==> src/rtl/fold_enc.sv <==
module fold_enc #(
  parameter int CW = 9,
  parameter int FW = 63,
  localparam int FB = $clog2(FW + 1),
  localparam int OW = FB + $clog2(CW - 1)
) (
  input  logic          clk,
  input  logic          rst,
  input  logic          in_valid,
  input  logic [CW-1:0] coarse_cmp,
  input  logic [FW-1:0] fine_cmp,
  output logic [OW-1:0] code,
  output logic          code_valid
);
  localparam int KB = $clog2(CW + 2);
  localparam int CB = OW - FB;

  logic [CW+1:0] c_ext;
  logic [FW+1:0] f_ext;
  logic [CW-1:0] c_cl;
  logic [FW-1:0] f_cl;

  assign c_ext = {1'b0, coarse_cmp, 1'b1};
  assign f_ext = {~fine_cmp[0], fine_cmp, ~fine_cmp[FW-1]};

  for (genvar i = 0; i < CW; i++) begin : g_cmaj
    assign c_cl[i] = (c_ext[i] & c_ext[i+1]) | (c_ext[i] & c_ext[i+2]) | (c_ext[i+1] & c_ext[i+2]);
  end
  for (genvar i = 0; i < FW; i++) begin : g_fmaj
    assign f_cl[i] = (f_ext[i] & f_ext[i+1]) | (f_ext[i] & f_ext[i+2]) | (f_ext[i+1] & f_ext[i+2]);
  end

  function automatic logic [KB-1:0] c_rom(input logic [CW-1:0] v);
    logic [KB-1:0] n;
    n = '0;
    for (int i = 0; i < CW; i++) n = n + KB'(v[i]);
    return n;
  endfunction

  function automatic logic [FB-1:0] f_rom(input logic [FW-1:0] v);
    logic [FB-1:0] n;
    n = '0;
    for (int i = 0; i < FW; i++) n = n + FB'(v[i]);
    return n;
  endfunction

  function automatic logic [OW-1:0] join_code(input logic [KB-1:0] k, input logic [FB-1:0] r, input logic under);
    logic [FB:0]   ofs, sum;
    logic [KB-1:0] lo_sel, hi_sel, crs;
    ofs    = (FB+1)'(FW + 1) - (FB+1)'(k);
    sum    = {1'b0, r} + ofs;
    lo_sel = k - KB'(1);
    hi_sel = k;
    crs    = sum[FB] ? hi_sel : lo_sel;
    if (under) return '0;
    if (crs >= KB'(1 << CB)) return '1;
    return {crs[CB-1:0], sum[FB-1:0]};
  endfunction

  logic [KB-1:0] k_now, k_alt;
  logic [FB-1:0] f_ones, r_pos;
  logic          f_phase, go_down, mismatch, under;

  assign k_now    = c_rom(c_cl);
  assign f_ones   = f_rom(f_cl);
  assign f_phase  = f_cl[FW-1];
  assign r_pos    = f_phase ? FB'(FW) - f_ones : f_ones;
  assign mismatch = k_now[0] ^ f_phase;
  assign go_down  = r_pos[FB-1];
  assign under    = go_down && (k_now == '0);
  assign k_alt    = go_down ? k_now - KB'(1) : k_now + KB'(1);

  logic [OW-1:0] s1_main, s1_alt;
  logic          s1_fix, s1_v;

  always_ff @(posedge clk) begin
    if (rst) begin
      s1_main <= '0;
      s1_alt  <= '0;
      s1_fix  <= 1'b0;
      s1_v    <= 1'b0;
      code       <= '0;
      code_valid <= 1'b0;
    end else begin
      s1_main <= join_code(k_now, r_pos, 1'b0);
      s1_alt  <= join_code(k_alt, r_pos, under);
      s1_fix  <= mismatch;
      s1_v    <= in_valid;
      code       <= s1_fix ? s1_alt : s1_main;
      code_valid <= s1_v;
    end
  end
endmodule


==> config.mk <==
export PLATFORM = sky130hd
export DESIGN_NAME = fold_enc
export DESIGN_NICKNAME = d
export VERILOG_FILES = /design/src/rtl/fold_enc.sv
export SDC_FILE = /design/constraint.sdc
export NUM_CORES = 1
export LEC_CHECK = 0
export BUFFER_PORTS_ARGS = -buffer_cell sky130_fd_sc_hd__buf_2
export CORE_ASPECT_RATIO = 0.8
export CORE_MARGIN = 1
export CORE_UTILIZATION = 55
export CTS_CLUSTER_SIZE = 24
export DETAILED_ROUTE_END_ITERATION = 16
export HOLD_SLACK_MARGIN = 0.02
export PLACE_DENSITY = 0.8
export SYNTH_ARGS = -nofsm -noshare
export SYNTH_HDL_FRONTEND = slang
export SYNTH_SLANG_ARGS = --single-unit
==> constraint.sdc <==
create_clock -name clk -period 16.65 [get_ports clk]
set_clock_uncertainty 0.1 [all_clocks]
set_input_delay 0 -clock clk [delete_from_list [all_inputs] [get_ports clk]]
set_output_delay 0 -clock clk [all_outputs]
set_load 0.02 [all_outputs]
## Word level (Yosys, flattened, before mapping)

Index checks and enable logic that the tools add are counted.

- Register bits: 30
- Output and inout port bits: 10
- Word-level logic and storage cells: 393

- Add/sub/neg operators: 78
- Magnitude comparators: 2
- Mux-type cells: 18
- Bitwise gates (word level): 287
- Reductions and logical operators: 2

Operator list:

| operator | count |
|---|---|
| 6-bit by 1-bit adder with 6-bit output | 57 |
| 1-bit AND | 142 |
| 1-bit OR | 142 |
| 9-bit two-way mux | 7 |
| 4-bit by 1-bit adder with 4-bit output | 5 |
| 6-bit by 7-bit adder with 7-bit output | 2 |
| 7-bit by 4-bit subtractor with 7-bit output (first input constant) | 2 |
| 4-bit two-way mux | 3 |
| 3-bit by 1-bit adder with 4-bit output | 2 |
| 4-bit greater-or-equal comparator (second input constant) | 2 |
| 4-bit by 1-bit subtractor with 4-bit output (second input constant) | 2 |
| 1-bit two-way mux | 7 |
| 2-bit by 1-bit adder with 3-bit output | 2 |
| 5-bit by 1-bit adder with 6-bit output | 1 |
| 6-bit two-way mux | 1 |
| 6-bit subtractor (first input constant) | 1 |
| 4-bit by 1-bit adder with 5-bit output | 1 |
| 1-bit by 1-bit adder with 2-bit output | 2 |
| 4-bit by 1-bit adder with 4-bit output (second input constant) | 1 |
| 4-bit zero test | 1 |
| 1-bit inverter | 2 |
| 1-bit logical AND | 1 |
| 1-bit bitwise XOR | 1 |

## Logic depth before layout (Yosys ltp)

Gate-level depths: netlist of run 1.

- Depth in word-level cells: 78
- Mapped depth: 31

## Worst setup path before layout of run 1

No wires, ideal clock.

- Kind: input port to flip-flop
- Start: in fine_cmp[35]
- End: reg s1_alt[0]
- Library setup time: 0.130 ns
- Data arrival time: 7.403 ns
- Data required time: 16.420 ns
- Path slack: 9.016 ns
- Stages on the path: 28
- Buffers on the path: 0
- Cells stage by stage: maj3_1 -> fa_1 -> fa_1 -> fa_1 -> inv_1 -> fa_1 -> inv_1 -> fa_1 -> fa_1 -> fa_1 -> inv_1 -> fa_1 -> inv_1 -> ha_1 -> nor2b_1 -> o211a_1 -> a211o_1 -> nand2_4 -> mux2i_1 -> and2_4 -> ha_1 -> nor2b_1 -> o21ai_0 -> nand2b_1 -> nor3_4 -> nand2_1 -> xnor2_2 -> a21oi_1

- Word-level cells in the longest chain between the ends: 44
- Elaborated cells on any way between the ends: 56

Ends and longest elaborated chain:

| what | RTL line | source |
|---|---|---|
| from (decl) | 11 | `input logic [FW-1:0] fine_cmp,` |
| 1-bit AND | 30 | `assign f_cl[i] = (f_ext[i] & f_ext[i+1]) \| (f_ext[i] & f_ext[i+2]) \| (f_ext[i+1] & f_ext[i+2]);` |
| 1-bit OR (2 in series) | 30 |  |
| 6-bit by 1-bit adder with 6-bit output (2 in series) | 43 | `for (int i = 0; i < FW; i++) n = n + FB'(v[i]);` |
| 6-bit by 1-bit adder with 6-bit output (*) (27 in series) | 43 |  |
| 6-bit subtractor | 67 | `assign r_pos = f_phase ? FB'(FW) - f_ones : f_ones;` |
| 6-bit two-way mux (*) | 67 |  |
| 4-bit two-way mux | 71 | `assign k_alt = go_down ? k_now - KB'(1) : k_now + KB'(1);` |
| 7-bit by 4-bit subtractor with 7-bit output | 50 | `ofs = (FB+1)'(FW + 1) - (FB+1)'(k);` |
| 6-bit by 7-bit adder with 7-bit output | 51 | `sum = {1'b0, r} + ofs;` |
| 4-bit two-way mux | 54 | `crs = sum[FB] ? hi_sel : lo_sel;` |
| 4-bit greater-or-equal comparator | 56 | `if (crs >= KB'(1 << CB)) return '1;` |
| 1-bit two-way mux (2 in series) | 56 |  |
| 1-bit two-way mux | 77 | `if (rst) begin` |
| 9-bit two-way mux | 57 | `return {crs[CB-1:0], sum[FB-1:0]};` |
| 9-bit two-way mux (*) | 56 |  |
| to (signal assigned) | 86 | `s1_alt <= join_code(k_alt, r_pos, under);` |
| to (decl) | 73 | `logic [OW-1:0] s1_main, s1_alt;` |

Mark *: on every way between the ends. The rest lies on a longest branch, timed or not. The select of a mux whose other input is x is not followed.
A chain may end at the register's enable or synchronous reset.

## Worst setup path after layout of run 1

- Start: in fine_cmp[0]
- End: reg s1_alt[0]

- Word-level cells in the longest chain between the ends: 77
- Elaborated cells on any way between the ends: 91

Ends and longest elaborated chain:

| what | RTL line |
|---|---|
| 1-bit AND | 30 |
| 1-bit OR (2 in series) | 30 |
| 1-bit by 1-bit adder with 2-bit output | 43 |
| 2-bit by 1-bit adder with 3-bit output | 43 |
| 3-bit by 1-bit adder with 4-bit output | 43 |
| 4-bit by 1-bit adder with 5-bit output | 43 |
| 5-bit by 1-bit adder with 6-bit output | 43 |
| 6-bit by 1-bit adder with 6-bit output (57 in series) | 43 |
| (+3 left out) | n/a |
| 7-bit by 4-bit subtractor with 7-bit output | 50 |
| 6-bit by 7-bit adder with 7-bit output | 51 |
| 4-bit two-way mux | 54 |
| 4-bit greater-or-equal comparator | 56 |
| 1-bit two-way mux (2 in series) | 56 |
| 1-bit two-way mux | 77 |
| 9-bit two-way mux | 57 |
| 9-bit two-way mux (*) | 56 |

Marked as above.

==> results of run 1 <==
==> area by class of cell <==
cell class                      instances  area (sq um)  share of cell area, %
Tap cell                               87           109                   2.30
Inverter                               60           225                   4.76
Multi-Input combinational cell        322          3280                   69.2
Clock inverter                          1          5.00                  0.106
Timing Repair Buffer                   85           430                   9.09
Clock buffer                            7          86.3                   1.82
Sequential cell                        30           601                   12.7
==> cell usage in the layout (no fill, tap or decap), drive strengths merged, types with 8 or more instances in the layout <==
| cell | synthesis | layout |
|---|---|---|
| fa | 60 | 60 |
| inv | 59 | 59 |
| mux2i | 11 | 11 |
| a21o | 27 | 27 |
| maj3 | 42 | 42 |
| a21oi | 19 | 19 |
| ha | 27 | 27 |
| xor2 | 8 | 8 |
| dfxtp | 30 | 30 |
| o21ai | 34 | 34 |
| xnor2 | 13 | 13 |
| nor2b | 10 | 10 |
| buf | 2 | 84 |
| nor2 | 21 | 21 |
==> stage by stage <==
stage                     hold WS, ps  setup WS (ps)  cell area [sq um]  cells
after floorplan                  28.2           9020               4130    417
after global placement            114           8610               4630    583
after global routing             55.3           8220               4730    592
after CTS                        37.8           8680               4730    592
final                            44.6           8670               4730    592
after detailed placement          124           8440               4630    583
==> worst max path at each step <==
stage | start | endpoint | cells past startpoint
3_3_place_gp | fine_cmp[35] | s1_alt[3] | 29
2_1_floorplan | fine_cmp[35] | s1_alt[0] | 28
6_report | fine_cmp[0] | s1_alt[0] | 29
3_5_place_dp | fine_cmp[0] | s1_alt[0] | 29
4_1_cts | fine_cmp[0] | s1_alt[0] | 29
5_1_grt | fine_cmp[0] | s1_alt[0] | 29
==> routing by layer <==
layer  global-route usage (%)  wire length [um]  part of all wire [%]  vias to the layer above
met3                     5.17               640                   7.3                       15
met1                     35.7              4310                    49                     1541
met2                     39.2              3740                    43                      120
li1                         -                 -                     -                     1584
met4                     4.93                97                   1.1                        0
met5                        0                 0                     0                        -
==> flip-flops by register name (all words and copies together) (netlist names) <==
register and flops:
code 9, code_valid 1, s1_alt 9, s1_fix 1
s1_main 9, s1_v 1
==> cell families (layout without fill, tap and decap cells) <==
group | Yosys count | after routing
DFF | 30 | 30
and+or+nand+nor | 63 | 63
buffers and inverters | 65 | 153
AOI/OAI and AO/OA | 98 | 98
adders and majority gates | 129 | 129
xor gates and xnor gates | 21 | 21
muxes | 11 | 11
==> run summary, run 1 <==
outcome: completed
worst reg2reg path depth: 2
# resized after CTS: 0
min-delay src: rst
Residual DRC: 0
Synth area leaders: fa_1 29%, dfxtp_1 15%, maj3_1 10%, ha_1 8.2%, inv_1 5.3%
die width: 98.8 um
max-cap violation count: 0
IO Count: 85
H-tree Lvls: 2
antenna violations before repair: 0
Req. time, crit path: 16710 ps
Worst-Margin Slew: 602 ps
Worst Hold Path EP: code[8]
synthesized instance count: 417
worst min-delay path class: primary input to flip-flop
DRT iter0 DRCs: 185
Synth Area in Simple Gates: 8.83%
setup TNS: 0 ps
CP most frequent cell: fa_1
post-synthesis xor/xnor area fraction: 5.00%
unrepaired setup endpoints after global routing: false
delay of the slowest cell on the worst path: 600 ps
gp weighted congestion: 0.915
Net count, final: 666
CTS tree: yes
Max Fclk: 125 MHz
Mapped Avg Cell Area: 9.89 sq um
Die Height: 79.5 um
Critical R2R Launch: s1_fix
routed wire length: 8.78 mm
CP Launch Type: primary input
CTS Hold Bufs: 1
cell with the most instances after synthesis: fa_1
syn_nets: 579
synthesized-area fraction occupied by adder cells: 47.5%
largest net degree at the start of global routing: 23
Final Cycle Share: 47.9%
hold depth: 2
Die ar.: 7850 sq um
Core ar.: 7060 sq um
iteration count of the initial detailed-routing pass: 4
GRT Util Overall: 24.9%
area growth from synthesis to layout: 14.7%
first-pass GRT wire length: 15.2 mm
Worst-Skew Late Latency: 280 ps
area fraction of the dominant cell type after synthesis: 29.1%
number of synthesized flops with an enable pin: 0
Worst-path clk slew: 60 ps
Post-synth top cells: 60 x fa_1, 58 x inv_1, 42 x maj3_1, 33 x o21ai_0, 30 x dfxtp_1
end-of-flow core utilization: 67.0%
Critical Path AT: 8040 ps
routed vias: 3260
Synth area leader: fa_1
number of global-route vias before repair: 3342
endpoints failing setup: 0
post-DP HPWL: 7.52 mm
mux share of post-synthesis cell area: 2.67%
Root Buffer: clkbuf_8
#FFs+latches synth: 30
Clock Sinks: 30
fill count: 551
layout cell share with drive strength beyond 1: 21.4%
vias per cell: 5.51
CTS Buf Count: 5
critical path endpoint category: flip-flop
post-CTS setup buffers: 0
Hold Violations, Final: 0
Starting Density: 58.4%
Top delay family on crit path: adder cells
Antenna Violating Nets Remaining: 0
row count: 27
Slew Limit Fails: 0
Warnings, synthesis: 0
worst r2r dst: code[1]
Mapped Area: 4130 sq um
Final min period: 7980 ps
worst-path maximum fanout: 9
final antenna diode count: 0
IO Port Bufs: 84
Async SR Flop Fraction: 0%
Crit-path slowest cell: fa_1
Setup Crit Path Kind: primary input to flip-flop
post-synthesis compound-gate area fraction: 15.4%
Synth Flop Type: dfxtp_1
WL/cell: 14.8 um
CP bufs+invs: 5
Rel. slew slack: 59.7%
total gr overflow: 0
Netlist cell types: 52
Clock Path Buffers: 2
sequential fraction of the synthesis area: 14.6%
R2R setup slack: 15390 ps
main combinational cell family by area after synthesis: adder cells
Power of run 1 is left out: the tool's default activity adds up to more than one toggle a clock period on the data nets, which glitch-free logic cannot reach.
==> run 2, diff against run 1 <==
Clock period 16.65 ns to 8.2 ns, I/O delays scaled along.
==> run 2 against run 1 <==
Die area unchanged. First-iteration DRC count rose by 2.2%. Core utilization grew 1.3 points. Global-route usage is 0.50 points higher. Non-clock buffer count rose by 7. Critical endpoint is now s1_alt[8].
==> run summary, run 2 (synthesis gave the netlist of run 1 again) <==
outcome: completed
Clock Path Buffers: 2 (unchanged)
Starting Density: 58.4% (unchanged)
gp weighted congestion: 0.892 (-2.5%)
Clock Sinks: 30 (unchanged)
CTS Buf Count: 5 (unchanged)
final antenna diode count: 0 (unchanged)
Final Cycle Share: 97.0%
Setup Crit Path Kind: primary input to flip-flop
Die ar.: 7850 sq um (unchanged)
Max Fclk: 126 MHz
Final min period: 7950 ps
Hold Violations, Final: 0 (unchanged)
endpoints failing setup: 0 (unchanged)
Die Height: 79.5 um (unchanged)
GRT Util Overall: 25.4% (+0.50 points)
Net count, final: 673 (+1.1%)
max-cap violation count: 0 (unchanged)
H-tree Lvls: 2 (unchanged)
Slew Limit Fails: 0 (unchanged)
number of global-route vias before repair: 3394 (+1.6%)
Core ar.: 7060 sq um (unchanged)
CTS tree: yes
IO Count: 85 (unchanged)
vias per cell: 5.52 (+0.27%)
total gr overflow: 0 (unchanged)
fin cells: 598 (+1.0%)
fill count: 578 (+4.9%)
most frequent cells in the layout: 84 x buf_2, 58 x inv_1, 57 x fa_1
die width: 98.8 um (unchanged)
largest net degree at the start of global routing: 23 (unchanged)
critical path endpoint category: flip-flop
Final WS setup: 249 ps (-8420 ps)
worst min-delay path class: primary input to flip-flop
commonest non-fill, non-tap cell in the layout: buf_2
Worst-path clk slew: 60 ps (about the same)
Rel. slew slack: 51.4% (-8.3 points)
CP Launch Type: primary input
worst slack, placed: -110 ps (-8550 ps)
worst reg2reg path depth: 2 (unchanged)
post-DP HPWL: 7.81 mm (+3.8%)
routed vias: 3302 (+1.3%)
first-pass GRT wire length: 15.5 mm (+1.6%)
CP most frequent cell: fa_1
Residual DRC: 0 (unchanged)
worst-path maximum fanout: 6 (-3)
Crit-path slowest cell: fa_2
Placed Cells: 585 (+0.34%)
delay of the slowest cell on the worst path: 600 ps (about the same)
row count: 27 (unchanged)
antenna violations before repair: 0 (unchanged)
Worst-Skew Late Latency: 280 ps (about the same)
hold depth: 2 (unchanged)
IO Port Bufs: 84 (unchanged)
Critical Path AT: 8050 ps (about the same)
area growth from synthesis to layout: 16.9%
iteration count of the initial detailed-routing pass: 4 (unchanged)
Antenna Violating Nets Remaining: 0 (unchanged)
Worst-Margin Slew: 723 ps (+121 ps)
Root Buffer: clkbuf_8
WL/cell: 15.3 um (+3.3%)
Req. time, crit path: 8300 ps (-8410 ps)
biggest regs: code (9), s1_alt (9), s1_main (9)
layout cell share with drive strength beyond 1: 23.9% (+2.5 points)
routed wire length: 9.16 mm (+4.3%)
DRT iter0 DRCs: 189 (+2.2%)
run 2: cell count changes in the layout (fill, tap and decap cells not counted), sizes merged:
cell / change
clkbuf: -2
buf: +7
clkinv: +1
run 2: repair_timing:
item                                    in CTS  in global routing
endpoints found under the hold margin        1                  0
buffers inserted                             0                  5
endpoints found under the setup margin       0                  8
resized for setup                            0                 12
hold buffers                                 1                  0
run 2: final cells by class:
class,count,area (sq um),area share [%]
inverters,60,225,4.67
well taps,87,109,2.26
clock inverters,2,10.0,0.208
clock buffers,5,68.8,1.43
multi-input cells,322,3330,69.0
repair buffers,92,483,10.0
flip-flops and latches,30,601,12.5
run 2: critical path, delay by kind of cell:
kind	cells	cell delay [ps]
fa+ha+maj	11	5140
compound gates	6	1230
simple gates	6	1060
buf+inv	5	340
mux	1	270
run 2: final timing paths:
check	startpoint	to	slack, ps
hold reg to reg	s1_v	code_valid	340
setup reg to reg	s1_fix	code[8]	7000
setup / recovery	fine_cmp[39]	s1_alt[8]	250
hold / removal	rst	code[6]	30
run 2: through the flow:
step	utilization, %	hold slack [ps]	TNS, ps	instance area [sq um]
2_1_floorplan	-	28.2	0	4130
3_3_place_gp	65.8	114	0	4650
3_5_place_dp	65.8	129	-633	4650
4_1_cts	67.1	44.2	0	4740
5_1_grt	68.3	63.8	-8.78	4820
6_report	68.3	33.6	0	4820
run 2: per-layer routing:
metal | wire [um] | GRT usage [%]
met5 | 0 | 0
met2 | 4040 | 41.5
met1 | 4280 | 36.0
met3 | 718 | 5.95
met4 | 127 | 1.94
Power of run 2 is left out for the same reason.
==> run 3, diff against run 2 <==
Settings changed: CORE_UTILIZATION 55 to 25, PLACE_DENSITY 0.8 to unset.
==> run 3 against run 2 <==
Maximum frequency grew 1.7%. Non-clock buffer count shrank 3. Global-route usage decreased by 14 points. Worst setup slack better by 130 ps.
==> run summary, run 3 (synthesis gave the netlist of run 1 again) <==
outcome: completed
CP Launch Type: primary input
Worst-Margin Slew: 652 ps (-70.4 ps)
Placed Cells: 713 (+22%)
Worst-path clk slew: 50 ps (about the same)
Multi-input gate area: 3300 sq um (-0.87%)
max-cap violation count: 0 (unchanged)
Critical Path AT: 7870 ps (-180 ps)
Residual DRC: 0 (unchanged)
antenna violations before repair: 0 (unchanged)
register area: 601 sq um (unchanged)
Die ar.: 17000 sq um (+120%)
CP most frequent cell: fa_1
Req. time, crit path: 8250 ps (-50 ps)
endpoints failing setup: 0 (unchanged)
Clock Sinks: 30 (unchanged)
delay of the slowest cell on the worst path: 590 ps (about the same)
die width: 146 um (+47%)
iteration count of the initial detailed-routing pass: 4 (unchanged)
Hold Violations, Final: 0 (unchanged)
commonest non-fill, non-tap cell in the layout: buf_2
total gr overflow: 0 (unchanged)
Worst-Skew Late Latency: 270 ps (about the same)
final antenna diode count: 0 (unchanged)
Slew Limit Fails: 0 (unchanged)
first-pass GRT wire length: 15.3 mm (-1.1%)
row count: 41 (+52%)
number of global-route vias before repair: 3318 (-2.2%)
worst-path maximum fanout: 6 (unchanged)
WL/cell: 12.3 um (-20%)
fill count: 1671 (+190%)
Crit-path slowest cell: fa_1
fin cells: 723 (+21%)
Max Fclk: 128 MHz (+1.7%)
Core ar.: 16000 sq um (+130%)
Final min period: 7820 ps (-131 ps)
GRT Util Overall: 11.1% (-14 points)
IO Port Bufs: 84 (unchanged)
CTS Buf Count: 5 (unchanged)
most frequent cells in the layout: 84 x buf_2, 60 x fa_1, 58 x inv_1
Final Cycle Share: 95.4% (-1.6 points)
area growth from synthesis to layout: 20.9%
Net count, final: 670 (-0.45%)
critical path endpoint category: flip-flop
Starting Density: 25.9% (-33 points)
Antenna Violating Nets Remaining: 0 (unchanged)
Die Height: 117 um (+47%)
IO Count: 85 (unchanged)
Rel. slew slack: 56.1% (+4.7 points)
Setup Crit Path Kind: primary input to flip-flop
Clock Path Buffers: 2 (unchanged)
hold_ws: 33.8 ps (+0.183 ps)
gp weighted congestion: 0.849 (-4.8%)
post-DP HPWL: 7.98 mm (+2.2%)
layout cell share with drive strength beyond 1: 22.6% (-1.2 points)
routed wire length: 8.87 mm (-3.2%)
Root Buffer: clkbuf_16
biggest regs: code (9), s1_alt (9), s1_main (9)
worst min-delay path class: primary input to flip-flop
H-tree Lvls: 2 (unchanged)
DRT iter0 DRCs: 69 (-63%)
CTS tree: yes
routed vias: 3177 (-3.8%)
vias per cell: 4.39 (-20%)
largest net degree at the start of global routing: 23 (unchanged)
==> run 3: cell count changes in the layout (fill, tap and decap cells not counted) <==
cell	before	now
fa_1	57	60
clkbuf_8	5	0
mux2i_2	0	2
clkbuf_16	0	5
fa_2	3	0
mux2i_4	2	0
buf_4	7	4
o21ai_0	31	33
a21oi_1	17	18
a21oi_2	2	1
o21ai_1	3	1
==> run 3: through the flow <==
stage               worst slack (ps)  setup TNS, ps  util, %  instance area [sq um]
global route                   -14.7          -39.8     31.3                   4990
finish                           380              0     31.3                   4990
floorplan                        566              0        -                   4130
CTS                              307              0     31.0                   4950
detailed placement              23.9              0     30.1                   4810
global placement                 215              0     30.1                   4810
==> run 3: area by class of cell <==
type / instances / share of cell area, %
clock buffer: 5 / 2.51
clock inverter: 2 / 0.201
inverter: 60 / 4.51
multi-input combinational: 322 / 66.1
sequential: 30 / 12.0
tap: 215 / 5.39
timing repair buffer: 89 / 9.23
==> run 3: timing repair <==
action                                  in CTS  in global routing
endpoints found under the setup margin       0                  5
resized for setup                            0                  4
hold buffers                                 1                  0
endpoints found under the hold margin        1                  0
buffers inserted                             0                  2
==> run 3: metal layers <==
layer	vias up	part of all wire, %	GRT usage, %
met1	1506	48	13.8
li1	1589	-	-
met2	73	48	20.5
met5	-	0	0
met3	9	3.6	1.51
met4	0	1.1	2.74
==> run 3: worst paths after layout <==
kind	slack (ps)	from	end	depth (start not counted)
max	380	fine_cmp[0]	s1_alt[1]	29
min	30	rst	code[4]	2
max reg2reg	7020	s1_fix	code[8]	2
min reg2reg	350	s1_v	code_valid	1
==> run 3: critical path, delay by kind of cell <==
family	cells	cell delay (ps)
xor+xnor	1	240
compound gates	4	770
fa+ha+maj	11	5060
simple gates	7	1170
buf+inv	5	370
mux	1	250
Power of run 3 is left out for the same reason.
